<file path="src/rtl/ws_pkg.sv">
package ws_pkg;
  localparam int DEF_REGIONS  = 4;
  localparam int DEF_MAX_WAIT = 3;

  function automatic int wait_width(input int max_wait);
    return (max_wait < 1) ? 1 : $clog2(max_wait + 1);
  endfunction
endpackage

</file>
<file path="src/rtl/ws_region_mux.sv">
module ws_region_mux #(
  parameter int NUM_REGIONS = 4,
  parameter int WAIT_W      = 2
) (
  input  logic [NUM_REGIONS-1:0]        region_sel,
  input  logic [NUM_REGIONS*WAIT_W-1:0] region_waits,
  output logic [WAIT_W-1:0]             wait_n
);
  // One-hot select: AND-OR of masked fields.
  always_comb begin
    wait_n = '0;
    for (int k = 0; k < NUM_REGIONS; k++) begin
      if (region_sel[k]) wait_n = wait_n | region_waits[WAIT_W*k +: WAIT_W];
    end
  end
endmodule

</file>
<file path="src/rtl/ws_delay_chain.sv">
module ws_delay_chain #(
  parameter int DEPTH = 3
) (
  input  logic             clk,
  input  logic             rst,
  input  logic             start,
  output logic [DEPTH-1:0] stage
);
  for (genvar i = 0; i < DEPTH; i++) begin : g_stage
    logic d;
    if (i == 0) begin : g_head
      assign d = start;
    end else begin : g_link
      assign d = stage[i-1];
    end
    // Each flop clears whenever the select is gone.
    always_ff @(posedge clk) begin
      if (rst || !start) stage[i] <= 1'b0;
      else               stage[i] <= d;
    end
  end
endmodule

</file>
<file path="src/rtl/ws_ready_tap.sv">
module ws_ready_tap #(
  parameter int DEPTH  = 3,
  parameter int WAIT_W = 2
) (
  input  logic [DEPTH-1:0]  stage,
  input  logic [WAIT_W-1:0] wait_n,
  output logic              done
);
  always_comb begin
    done = (wait_n == '0);
    for (int i = 0; i < DEPTH; i++) begin
      if (wait_n == WAIT_W'(i + 1)) done = stage[i];
    end
  end
endmodule

</file>
<file path="src/rtl/ws_wait_gen.sv">
module ws_wait_gen #(
  parameter int NUM_REGIONS = ws_pkg::DEF_REGIONS,
  parameter int MAX_WAIT    = ws_pkg::DEF_MAX_WAIT,
  parameter int WAIT_W      = ws_pkg::wait_width(MAX_WAIT)
) (
  input  logic                          clk,
  input  logic                          rst,
  input  logic [NUM_REGIONS-1:0]        region_sel,
  input  logic [NUM_REGIONS*WAIT_W-1:0] region_waits,
  output logic                          ready
);
  localparam int DEPTH = (MAX_WAIT < 1) ? 1 : MAX_WAIT;

  logic              any_sel;
  logic [WAIT_W-1:0] wait_n;
  logic [DEPTH-1:0]  stage;
  logic              done;

  assign any_sel = |region_sel;

  ws_region_mux #(.NUM_REGIONS(NUM_REGIONS), .WAIT_W(WAIT_W)) u_mux (
    .region_sel   (region_sel),
    .region_waits (region_waits),
    .wait_n       (wait_n)
  );

  ws_delay_chain #(.DEPTH(DEPTH)) u_chain (
    .clk   (clk),
    .rst   (rst),
    .start (any_sel),
    .stage (stage)
  );

  ws_ready_tap #(.DEPTH(DEPTH), .WAIT_W(WAIT_W)) u_tap (
    .stage  (stage),
    .wait_n (wait_n),
    .done   (done)
  );

  assign ready = rst || !any_sel || done;
endmodule

</file>
<file path="config.mk">
export PLATFORM = sky130hd
export DESIGN_NAME = ws_wait_gen
export DESIGN_NICKNAME = d
export VERILOG_FILES = /design/src/rtl/ws_pkg.sv /design/src/rtl/ws_region_mux.sv /design/src/rtl/ws_delay_chain.sv /design/src/rtl/ws_ready_tap.sv /design/src/rtl/ws_wait_gen.sv
export SDC_FILE = /design/constraint.sdc
export NUM_CORES = 1
export LEC_CHECK = 0
export BUFFER_PORTS_ARGS = -buffer_cell sky130_fd_sc_hd__clkbuf_2
export CORE_AREA = 2 2 39 41
export CTS_CLUSTER_DIAMETER = 30
export DETAILED_ROUTE_END_ITERATION = 10
export DIE_AREA = 0 0 41 43
export MAX_ROUTING_LAYER = met4
export PLACE_DENSITY = 0.34
export SETUP_SLACK_MARGIN = 0.3
export SLEW_MARGIN = 25
export SYNTH_ARGS = -nofsm -noshare
export SYNTH_HDL_FRONTEND = slang
export SYNTH_SLANG_ARGS = --single-unit
</file>
<file path="constraint.sdc">
create_clock -name clk -period 1.19 [get_ports clk]
set_input_delay 0.1785 -clock clk [delete_from_list [all_inputs] [get_ports clk]]
set_output_delay 0.1785 -clock clk [all_outputs]
set_load 0.01 [all_outputs]
</file>
# After elaboration in Yosys (flattened, before gate mapping)
# Cells that the tools add are included.
# word_totals
ff_bits,3
latchBits,0
ram_bits,0
romBits,0
in_bits,14
out_inout_bits,1
wordCells,21
memories,0
# op_classes
add_sub_neg,0
n_mul,0
n_div,0
order_cmp,0
n_eq_ne,3
shifts,0
muxes,7
bitwise_logic,3
reduce_logical,5
# ops
cell,n
$mux W2,4
$or A2 B2 Y2,3
$eq A2 B2 Y1 const B,2
$reduce_or A4 Y1,1
$mux W1,3
$eq A2 B1 Y1 const B,1
$logic_not A2 Y1,1
$logic_or A1 B1 Y1,2
$logic_not A1 Y1,1

# Logic depth before layout (Yosys ltp)
# logic_depth
ltp_word,12
depth_mapped,4

# Hierarchy
# From an unflattened synthesis, not the netlist that was laid out.
# hier_totals
hier_cells,20
hier_area_um2,190.2
# modules_own_cells
mod,n_inst,cells_per_inst,area_per_inst_um2
ws_delay_chain,1,8,103.8
ws_region_mux,1,6,37.5
ws_ready_tap,1,3,27.5
ws_wait_gen,1,3,21.3

# Worst setup path after synthesis
# No wires, ideal clock.
# synth_timing
kind,input-to-output
startpoint,input region_waits[1]
endpoint,output ready
arrival_time_ns,0.977
t_required_ns,1.012
setup_slack_ns,0.034
stages,4
path_buffers,0
path_cell_list,a22o_1 > a221oi_2 > mux2i_1 > a31oi_1
# synth_via
elab_chain_len,12
elab_cells_between_ends,15
cone_classes,3 x eq/ne; 7 x mux; 3 x bitwise; 2 x reduce/logical
# synth_lines
item,line_no,text
"start, declared",ws_wait_gen.sv:9,"input logic [NUM_REGIONS*WAIT_W-1:0] region_waits,"
$mux W2 *,ws_region_mux.sv:13,if (region_sel[k]) wait_n = wait_n | region_waits[WAIT_W*k +: WAIT_W];
$or A2 B2 Y2,ws_region_mux.sv:13,
$mux W2 *,ws_region_mux.sv:13,
$or A2 B2 Y2,ws_region_mux.sv:13,
$mux W2 *,ws_region_mux.sv:13,
$or A2 B2 Y2,ws_region_mux.sv:13,
$mux W2 *,ws_region_mux.sv:13,
$eq A2 B1 Y1 or $logic_not A2 Y1 (tied branches),"ws_ready_tap.sv:12, ws_ready_tap.sv:10",
$mux W1 (2 in series),ws_ready_tap.sv:12,if (wait_n == WAIT_W'(i + 1)) done = stage[i];
$mux W1 *,ws_ready_tap.sv:12,
$logic_or A1 B1 Y1 *,ws_wait_gen.sv:40,assign ready = rst || !any_sel || done;
"end, declared",ws_wait_gen.sv:10,output logic ready
# Every way passes the cells marked *; elsewhere a longest branch is shown, timed or not.

# Final worst setup path
# layout_timing
startpoint,input region_sel[0]
endpoint,output ready
# layout_via
elab_chain_len,12
elab_cells_between_ends,18
cone_classes,3 x eq/ne; 7 x mux; 3 x bitwise; 5 x reduce/logical
# layout_lines
item,line_no,text
"start, declared",ws_wait_gen.sv:8,"input logic [NUM_REGIONS-1:0] region_sel,"
$mux W2,ws_region_mux.sv:13,
$or A2 B2 Y2,ws_region_mux.sv:13,
$mux W2,ws_region_mux.sv:13,
$or A2 B2 Y2,ws_region_mux.sv:13,
$mux W2,ws_region_mux.sv:13,
$or A2 B2 Y2,ws_region_mux.sv:13,
$mux W2,ws_region_mux.sv:13,
$eq A2 B1 Y1 or $logic_not A2 Y1 (tied branches),"ws_ready_tap.sv:12, ws_ready_tap.sv:10",
$mux W1 (3 in series),ws_ready_tap.sv:12,
$logic_or A1 B1 Y1 *,ws_wait_gen.sv:40,
# Marked as above.

==> flow_summary.json <==
{
  "outcome": "finished with violations",
  "violations": "setup timing",
  "core-area_um2": 1380,
  "fin_crit_ns": 1.37,
  "synthTopCellsByCount": "3 x dfxtp_1, 2 x a22oi_1, 2 x and2_1",
  "worstPathArrival_ns": 1.19,
  "root_buffer": "clkbuf_4",
  "fin_area_um2": 289,
  "ys_types": 11,
  "worst-path-max-fanout": 3,
  "rsz0062_at_grt": "true",
  "syn-num-nets": 29,
  "avgSynthCellArea_um2": 10.0,
  "hold_viol": 0,
  "clk_pin_slew_ns": 0.03,
  "cts_max_path_buffers": 2,
  "finalMaxSlewViolations": 0,
  "grt_max_degree": 5,
  "ir_drop_uv": 416,
  "worstSkewPairLatency_ns": 0.23,
  "overflow": 0,
  "drive_gt1_share_pct": 58.3,
  "syn-cell-area_um2": 150,
  "die_x_um": 41,
  "async_reset_ff_share_pct": 0,
  "cts-htree-levels": 1,
  "cts_tree": "done",
  "gp_congestion": 0.520,
  "dpl_cell_area_um2": 263,
  "syn_to_final_growth_pct": 92.5,
  "antenna_found_initial": 0,
  "synth_most_common_cell": "dfxtp_1",
  "via_per_inst": 3.88,
  "yosys.area.top_type_share_pct": 40.0,
  "fp.dieH_um": 43,
  "n_antenna_cell": 0,
  "ys_top_cells_by_area": "dfxtp_1 40%, a221oi_2 10%, a22oi_1 10%",
  "hold_path.class": "in2reg",
  "setup_viol": 1,
  "slew_headroom_pct": 82.1,
  "fmax_mhz": 732,
  "dieArea_um2": 1760,
  "ant_nets": 0,
  "maxCapViolations": 0,
  "numCtsBuffers": 3,
  "post_cts_resized": 0,
  "numPortBuffers": 14,
  "worstSetupStartpointType": "input pin",
  "finalPower_mw": 0.350,
  "ys_warn_count": 0,
  "fin_tns_setup_ns": -0.176,
  "crit_type": "in2out",
  "synth_edf_count": 0,
  "skew_ns": 0.00141,
  "power_density_nw_per_um2": 1210,
  "drt_iter0_markers": 1,
  "drt-total-wl_um": 504,
  "yosysTopAreaCell": "dfxtp_1",
  "yosysSeqAreaShare_pct": 40.0,
  "synth_top_flop_cell": "dfxtp_1",
  "p_leak_nw": 0.141,
  "cp-end-kind": "primary output",
  "wl_per_cell_um": 9.69,
  "num_rows": 14,
  "boundaryPins": 15,
  "cts_hold_buffers": 0,
  "cts_sinks": 3,
  "vias": 202,
  "worst_slack_ns": -0.176,
  "initial_core_util_pct": 10.8,
  "grt_pass1_wl_um": 717,
  "grt_pass1_vias": 208,
  "tightestPinTransition_ns": 0.268,
  "grtUsageTotal_pct": 6.58,
  "fin_nets": 51,
  "timing.final.crit_share_pct": 115,
  "netlist_instances": 15,
  "required_ns": 1.01,
  "remaining_drc_errors": 0,
  "drt_pre_antenna_iters": 2,
  "whs_ns": 0.259,
  "yosys_register_bits": 3
}
[critical path, stage by stage]
cell and delay [ns]:
clkbuf_2 0.10, a22o_1 0.22, a221oi_2 0.24, mux2i_1 0.22, a31oi_1 0.09, clkbuf_2 0.14
[cells in the final DEF, fill, tap and decap left out, drive strengths merged]
cell type  instances
dfxtp              3
nor2               1
nor4b              1
buf                3
clkbuf            18
and2               2
mux2i              1
a22oi              2
nor4               1
a31oi              1
a221oi             1
nand2              1
a22o               1
[final timing paths]
check	cells after the start	endpoint	startpoint	slack, ns
max	6	ready	region_sel[0]	-0.18
min	3	u_chain.g_stage[1].d	rst	0.26
max reg2reg	1	u_chain.stage[2]	u_chain.g_stage[2].d	0.65
min reg2reg	1	u_chain.g_stage[2].d	u_chain.g_stage[1].d	0.46
[repair_timing]
item | 4_1_cts | 5_1_grt
pin swaps | 1 | 0
buffers inserted | 0 | 0
endpoints found under the setup margin | 1 | 3
[per-stage QoR]
stage / cells / setup slack, ns / util (%)
final: 52 / -0.176 / 20.9
after global routing: 52 / -0.256 / 20.9
after CTS: 52 / -0.204 / 20.9
after detailed placement: 48 / -0.207 / 19.0
after global placement: 48 / -0.187 / 19.0
after floorplan: 15 / 0.0341 / -
[kinds of logic after synthesis]
family / count (synthesis) / synth area share, %
compound gates: 5 / 30.0
flops: 3 / 40.0
mux: 1 / 6.67
simple gates: 6 / 23.3
[sequential cells by signal, summed over array words and instances (netlist names)]
signal / cells
u_chain.g_stage.d: 2
u_chain.stage: 1
[metal layers]
layer / part of all wire, % / GRT usage, % / vias up
li1: - / - / 103
met1: 38 / 5.79 / 84
met2: 46 / 9.69 / 15
met3: 15 / 4.71 / 0
met4: 0 / 4.00 / 0
met5: 0 / - / -
[layout make-up]
class                   instances  area [µm²]
clock buffers                   4        26.3
fillers                       165        1090
multi-input cells              12        90.1
flip-flops and latches          3        60.1
well taps                      16        20.0
repair buffers                 17        92.6
[power by group]
group | internal (mW) | switching, mW
Combinational | 0.0390 | 0.0281
Sequential | 0.107 | 0.00222
Clock | 0.125 | 0.0487
(Power assumes the default switching activity.)
